`src/rtl/sat_simd_alu.sv`:
```
module sat_simd_alu #(
  parameter int DW = 32
) (
  input  logic          clk,
  input  logic          rst,
  input  logic          in_valid,
  input  logic [2:0]    op,
  input  logic [DW-1:0] rn,
  input  logic [DW-1:0] rm,
  output logic          out_valid,
  output logic [DW-1:0] result,
  output logic [3:0]    sat_flags,
  output logic          illegal
);
  localparam int HW = DW / 2;
  localparam int BW = DW / 4;
  localparam int NB = DW / BW;

  function automatic logic [HW:0] sat_h(input logic [HW-1:0] a, input logic [HW-1:0] b, input logic sub);
    logic [HW-1:0] r;
    logic ov;
    r  = sub ? a - b : a + b;
    ov = (sub ? (a[HW-1] ^ b[HW-1]) : ~(a[HW-1] ^ b[HW-1])) & (r[HW-1] ^ a[HW-1]);
    return {ov, ov ? {a[HW-1], {(HW-1){~a[HW-1]}}} : r};
  endfunction

  function automatic logic [BW:0] sat_b(input logic [BW-1:0] a, input logic [BW-1:0] b, input logic sub);
    logic [BW-1:0] r;
    logic ov;
    r  = sub ? a - b : a + b;
    ov = (sub ? (a[BW-1] ^ b[BW-1]) : ~(a[BW-1] ^ b[BW-1])) & (r[BW-1] ^ a[BW-1]);
    return {ov, ov ? {a[BW-1], {(BW-1){~a[BW-1]}}} : r};
  endfunction

  logic              xchg;
  logic [HW:0]       h_lo, h_hi;
  logic [NB-1:0][BW:0] b_r;
  logic [DW-1:0]     nxt_res;
  logic [3:0]        nxt_sat;
  logic              nxt_ill;

  assign xchg = (op == 3'd1) || (op == 3'd2);
  assign h_lo = sat_h(rn[HW-1:0], xchg ? rm[DW-1:HW] : rm[HW-1:0], (op == 3'd1) || (op == 3'd3));
  assign h_hi = sat_h(rn[DW-1:HW], xchg ? rm[HW-1:0] : rm[DW-1:HW], (op == 3'd2) || (op == 3'd3));

  for (genvar g = 0; g < NB; g++) begin : g_byte
    assign b_r[g] = sat_b(rn[g*BW +: BW], rm[g*BW +: BW], op == 3'd7);
  end

  assign nxt_ill = (op == 3'd5) || (op == 3'd6);

  always_comb begin
    nxt_res = '0;
    nxt_sat = '0;
    case (op)
      3'd0, 3'd1, 3'd2, 3'd3: begin
        nxt_res = {h_hi[HW-1:0], h_lo[HW-1:0]};
        nxt_sat = {h_hi[HW], h_hi[HW], h_lo[HW], h_lo[HW]};
      end
      3'd4, 3'd7: begin
        for (int k = 0; k < NB; k++) begin
          nxt_res[k*BW +: BW] = b_r[k][BW-1:0];
          nxt_sat[k]          = b_r[k][BW];
        end
      end
      default: ;
    endcase
  end

  always_ff @(posedge clk) begin
    if (rst) begin
      out_valid <= 1'b0;
      illegal   <= 1'b0;
      result    <= '0;
      sat_flags <= '0;
    end else begin
      out_valid <= in_valid;
      illegal   <= in_valid && nxt_ill;
      if (in_valid) begin
        result    <= nxt_res;
        sat_flags <= nxt_sat;
      end
    end
  end

  assert_valid_follow_R7: assert property (@(posedge clk) disable iff (rst)
    1'b1 |=> out_valid == $past(in_valid));
  assert_reset_clear_R7: assert property (@(posedge clk)
    rst |=> !out_valid && !illegal && result == '0 && sat_flags == '0);
  assert_hold_idle_R8: assert property (@(posedge clk) disable iff (rst)
    !in_valid |=> $stable(result) && $stable(sat_flags));
  assert_illegal_zero_R6: assert property (@(posedge clk) disable iff (rst)
    illegal |-> out_valid && result == '0 && sat_flags == '0);
  assert_illegal_code_R6: assert property (@(posedge clk) disable iff (rst)
    in_valid && (op == 3'd5 || op == 3'd6) |=> illegal);
endmodule

```
`config.mk`:
```
export PLATFORM = sky130hd
export DESIGN_NAME = sat_simd_alu
export DESIGN_NICKNAME = d
export VERILOG_FILES = /design/src/rtl/sat_simd_alu.sv
export SDC_FILE = /design/constraint.sdc
export NUM_CORES = 1
export LEC_CHECK = 0
export ABC_AREA = 1
export CORE_MARGIN = 1.5
export CORE_UTILIZATION = 35
export DETAILED_ROUTE_END_ITERATION = 6
export GPL_TIMING_DRIVEN = 0
export PLACE_DENSITY_LB_ADDON = 0.2
export SETUP_SLACK_MARGIN = 0.02
export SLEW_MARGIN = 5
export SYNTH_ARGS = -nofsm -noshare
export SYNTH_HDL_FRONTEND = slang
export SYNTH_SLANG_ARGS = --single-unit
```
`constraint.sdc`:
```
create_clock -name clk -period 11.8 [get_ports clk]
set_input_delay 1.77 -clock clk [delete_from_list [all_inputs] [get_ports clk]]
set_output_delay 1.77 -clock clk [all_outputs]
set_load 0.02 [all_outputs]
```
==> out/metrics.csv, run 1 <==
metric;value;unit
status;completed;
Setup TNS Final;0;ns
final slew viol count;0;
Clk Latency, worst-skew pair;0.29;ns
CP Data Arrival Time;6.84;ns
die area;19900;µm²
CP max stage cell;clkdlybuf4s50_1;
# hold bufs at CTS;0;
CTS buffer count;5;
post-route insts no fill;1442;
drt wl/cell;14.6;µm
cell mode on critical path;nand2_1;
xor and xnor area share after synthesis;14.5;%
global-route wire length before repair;33300;µm
critical path capture point type;flip-flop;
Cell Area, Synth;6690;µm²
Iter 0 DRT Violations;436;
delay-heaviest family, CP;compound AO/OA/AOI/OAI gates;
startpoint types;input port;
slowest stage delay, CP;0.82;ns
DR DRC count;0;
placed cells;1434;
gr ovfl total;0;
CTS clk-pin slew, worst paths;0.06;ns
max_slew headroom;41.9;%
RSZ-0062 raised after global routing;no;
commonest cells after routing, fill and taps aside;nand2_1 (356), inv_1 (134), clkdlybuf4s50_1 (106);
CTS tree;done;
CTS Sinks;38;
R2R Path Start;result[3];
number of flops mapped to enable cells by yosys;0;
Vias/cell;4.90;
maximum vdd ir drop;0.0000509;V
post-synthesis async set-or-reset flop share;0;%
leakage power total;4.19;nW
R2R setup slack;11.12;ns
Syn Area/Cell;6.11;µm²
ys flop type;dfxtp_1;
CTS H-Tree Depth;2;
Starting Density;35.8;%
sequential share of the synthesized area;11.4;%
#FFs+latches synth;38;
Switching Fraction;44.3;%
Final Power;0.880;mW
crit path kind;in -> reg;
Comb pwr share;62.9;%
vias in the first global route;6470;
Max Cap Viol;0;
path category of the worst min-delay check;reg -> reg;
Final Hold Viols;0;
Worst Tran Pin Value;0.871;ns
part of the cycle the worst path needs;56.1;%
synth-to-layout area growth;23.1;%
DRT Wirelength;21100;µm
Worst EP required;12.01;ns
Die X;141;µm
Post-Synthesis Cells;1094;
DRT Pass-1 Iters;6;
Core Box Area;18700;µm²
GPL Wtd Cong;0.934;
Ports;108;
Site Rows;50;
initial antenna violation count;0;
Synth warnings;0;
Final nets;1343;
Antenna Cells;0;
Int Pwr;0.491;mW
post-DP HPWL;18000;µm
minimum clock period;6.62;ns
number of routed nets with antenna violations;0;
clock power share;20.1;%
Net Switching;0.390;mW
most common cell after layout, fill and taps aside;nand2_1;
root buffer cell;clkbuf_16;
fraction of layout cells with a size suffix above 1;7.04;%
HP Start;result[1];
Resize count post-CTS;0;
worst path bufs/invs;7;
final setup violation count;0;
Fmax achieved;151;MHz
complex-gate fraction of the synthesized area;16.1;%
via count;7066;
dominant combinational cell family by area after synthesis;simple AND/OR/NAND/NOR gates;
largest net degree at the start of global routing;14;
syn_nets;1230;
mux contribution to synthesized area;0;%
Clock Tree Buf Depth;2;
start point of the critical path;op[2];
power per cell area;107;nW/µm²
synth unique cells;47;
PortBufs;106;
post-synthesis simple-gate area fraction;33.2;%
crit path max fanout;10;
Post-CTS Setup Bufs;0;
Setup Skew;0;ns
All-Layer GR Usage;21.2;%
die height;141;µm
Seq pwr share;17.0;%
Post-Synth Adder-Cell Area;13.0;%
-- worst register-to-register path, stage by stage, from the launching register on --
cell	delay, ns
dfxtp_1	0.32
o21ai_0	0.19
a21oi_1	0.06
-- layout make-up --
class / count / area, µm²
clock inverters: 3 / 68.8
fillers: 2027 / 10500
multi-input cells: 884 / 5140
inverters: 142 / 533
flip-flops and latches: 38 / 761
clock buffers: 5 / 125
plain buffers: 30 / 250
well taps: 234 / 293
repair buffers: 106 / 1060
-- power groups by stage --
| stage | registers [mW] | logic, mW | clock network (mW) |
|---|---|---|---|
| after floorplan | 0.169 | 0.379 | 0 |
| after global placement | 0.153 | 0.547 | 0 |
| after detailed placement | 0.153 | 0.549 | 0 |
| after CTS | 0.150 | 0.552 | 0.182 |
| after global routing | 0.152 | 0.620 | 0.187 |
| final | 0.150 | 0.553 | 0.177 |
-- path summary, 6_finish.rpt --
| check | end | cells after the start |
|---|---|---|
| worst max-delay path | result[24] | 25 |
| worst min-delay path | result[1] | 2 |
| worst max register to register | result[3] | 2 |
| worst min register to register | result[1] | 2 |
-- synth_stat cells (14+ instances only) --
| library cell | number | share of area (%) |
|---|---|---|
| inv_1 | 134 | 7.5 |
| xor2_1 | 68 | 8.9 |
| nor2_1 | 42 | 2.4 |
| dfxtp_1 | 38 | 11 |
| ha_1 | 60 | 11 |
| nand2_2 | 23 | 2.2 |
| xnor2_1 | 41 | 5.4 |
| o21ai_0 | 53 | 4.0 |
| a21oi_1 | 84 | 6.3 |
| nand2_1 | 356 | 20 |
| nand3_1 | 49 | 3.7 |
| o21ai_1 | 14 | 1.0 |
| nand4_1 | 14 | 1.3 |
-- stage by stage --
step	hold WS [ns]	utilization, %	cell area, µm²	worst slack (ns)
2_1_floorplan	0.545	-	6690	6.40
3_3_place_gp	0.452	43.0	8040	4.97
3_5_place_dp	0.454	43.0	8040	4.91
4_1_cts	0.464	44.0	8240	5.21
5_1_grt	0.483	44.0	8240	4.77
6_report	0.463	44.0	8240	5.18
-- logic make-up (layout without fill, tap and decap cells) --
family | after synthesis | count (layout)
AND/OR/NAND/NOR | 516 | 516
AO/OA/AOI/OAI | 192 | 192
buffers and inverters | 172 | 286
XOR/XNOR | 110 | 110
adder cells (fa/ha/maj) | 66 | 66
flip-flops | 38 | 38
-- routing by layer --
metal / up-vias / track usage, % / part of all wire (%)
met3: 25 / 1.70 / 4.5
met4: 0 / 5.43 / 1.7
met1: 3111 / 29.8 / 49
met5: - / 0 / 0
li1: 3741 / - / -
met2: 189 / 34.8 / 44
-- registers in the layout, indices dropped and copies added, names as in the netlist --
name / count
result: 32
sat_flags: 4
illegal: 1
out_valid: 1
Power figures use the tool's default switching activity.
==> run 2, diff against run 1 <==
==> constraint.sdc (replaced) <==
create_clock -name clk -period 6.9 [get_ports clk]
set_input_delay 1.035 -clock clk [delete_from_list [all_inputs] [get_ports clk]]
set_output_delay 1.035 -clock clk [all_outputs]
set_load 0.02 [all_outputs]
==> results of run 2 <==
Same layout as run 1 (identical final DEF). Status: completed.
Among the figures that moved: setup slack after placement 4.91 ns -> 0.748 ns; setup slack after layout 5.18 ns -> 1.01 ns; register-to-register setup slack 11.12 ns -> 6.22 ns; total power 0.880 mW -> 1.51 mW; worst IR drop on VDD 0.0000509 V -> 0.0000870 V
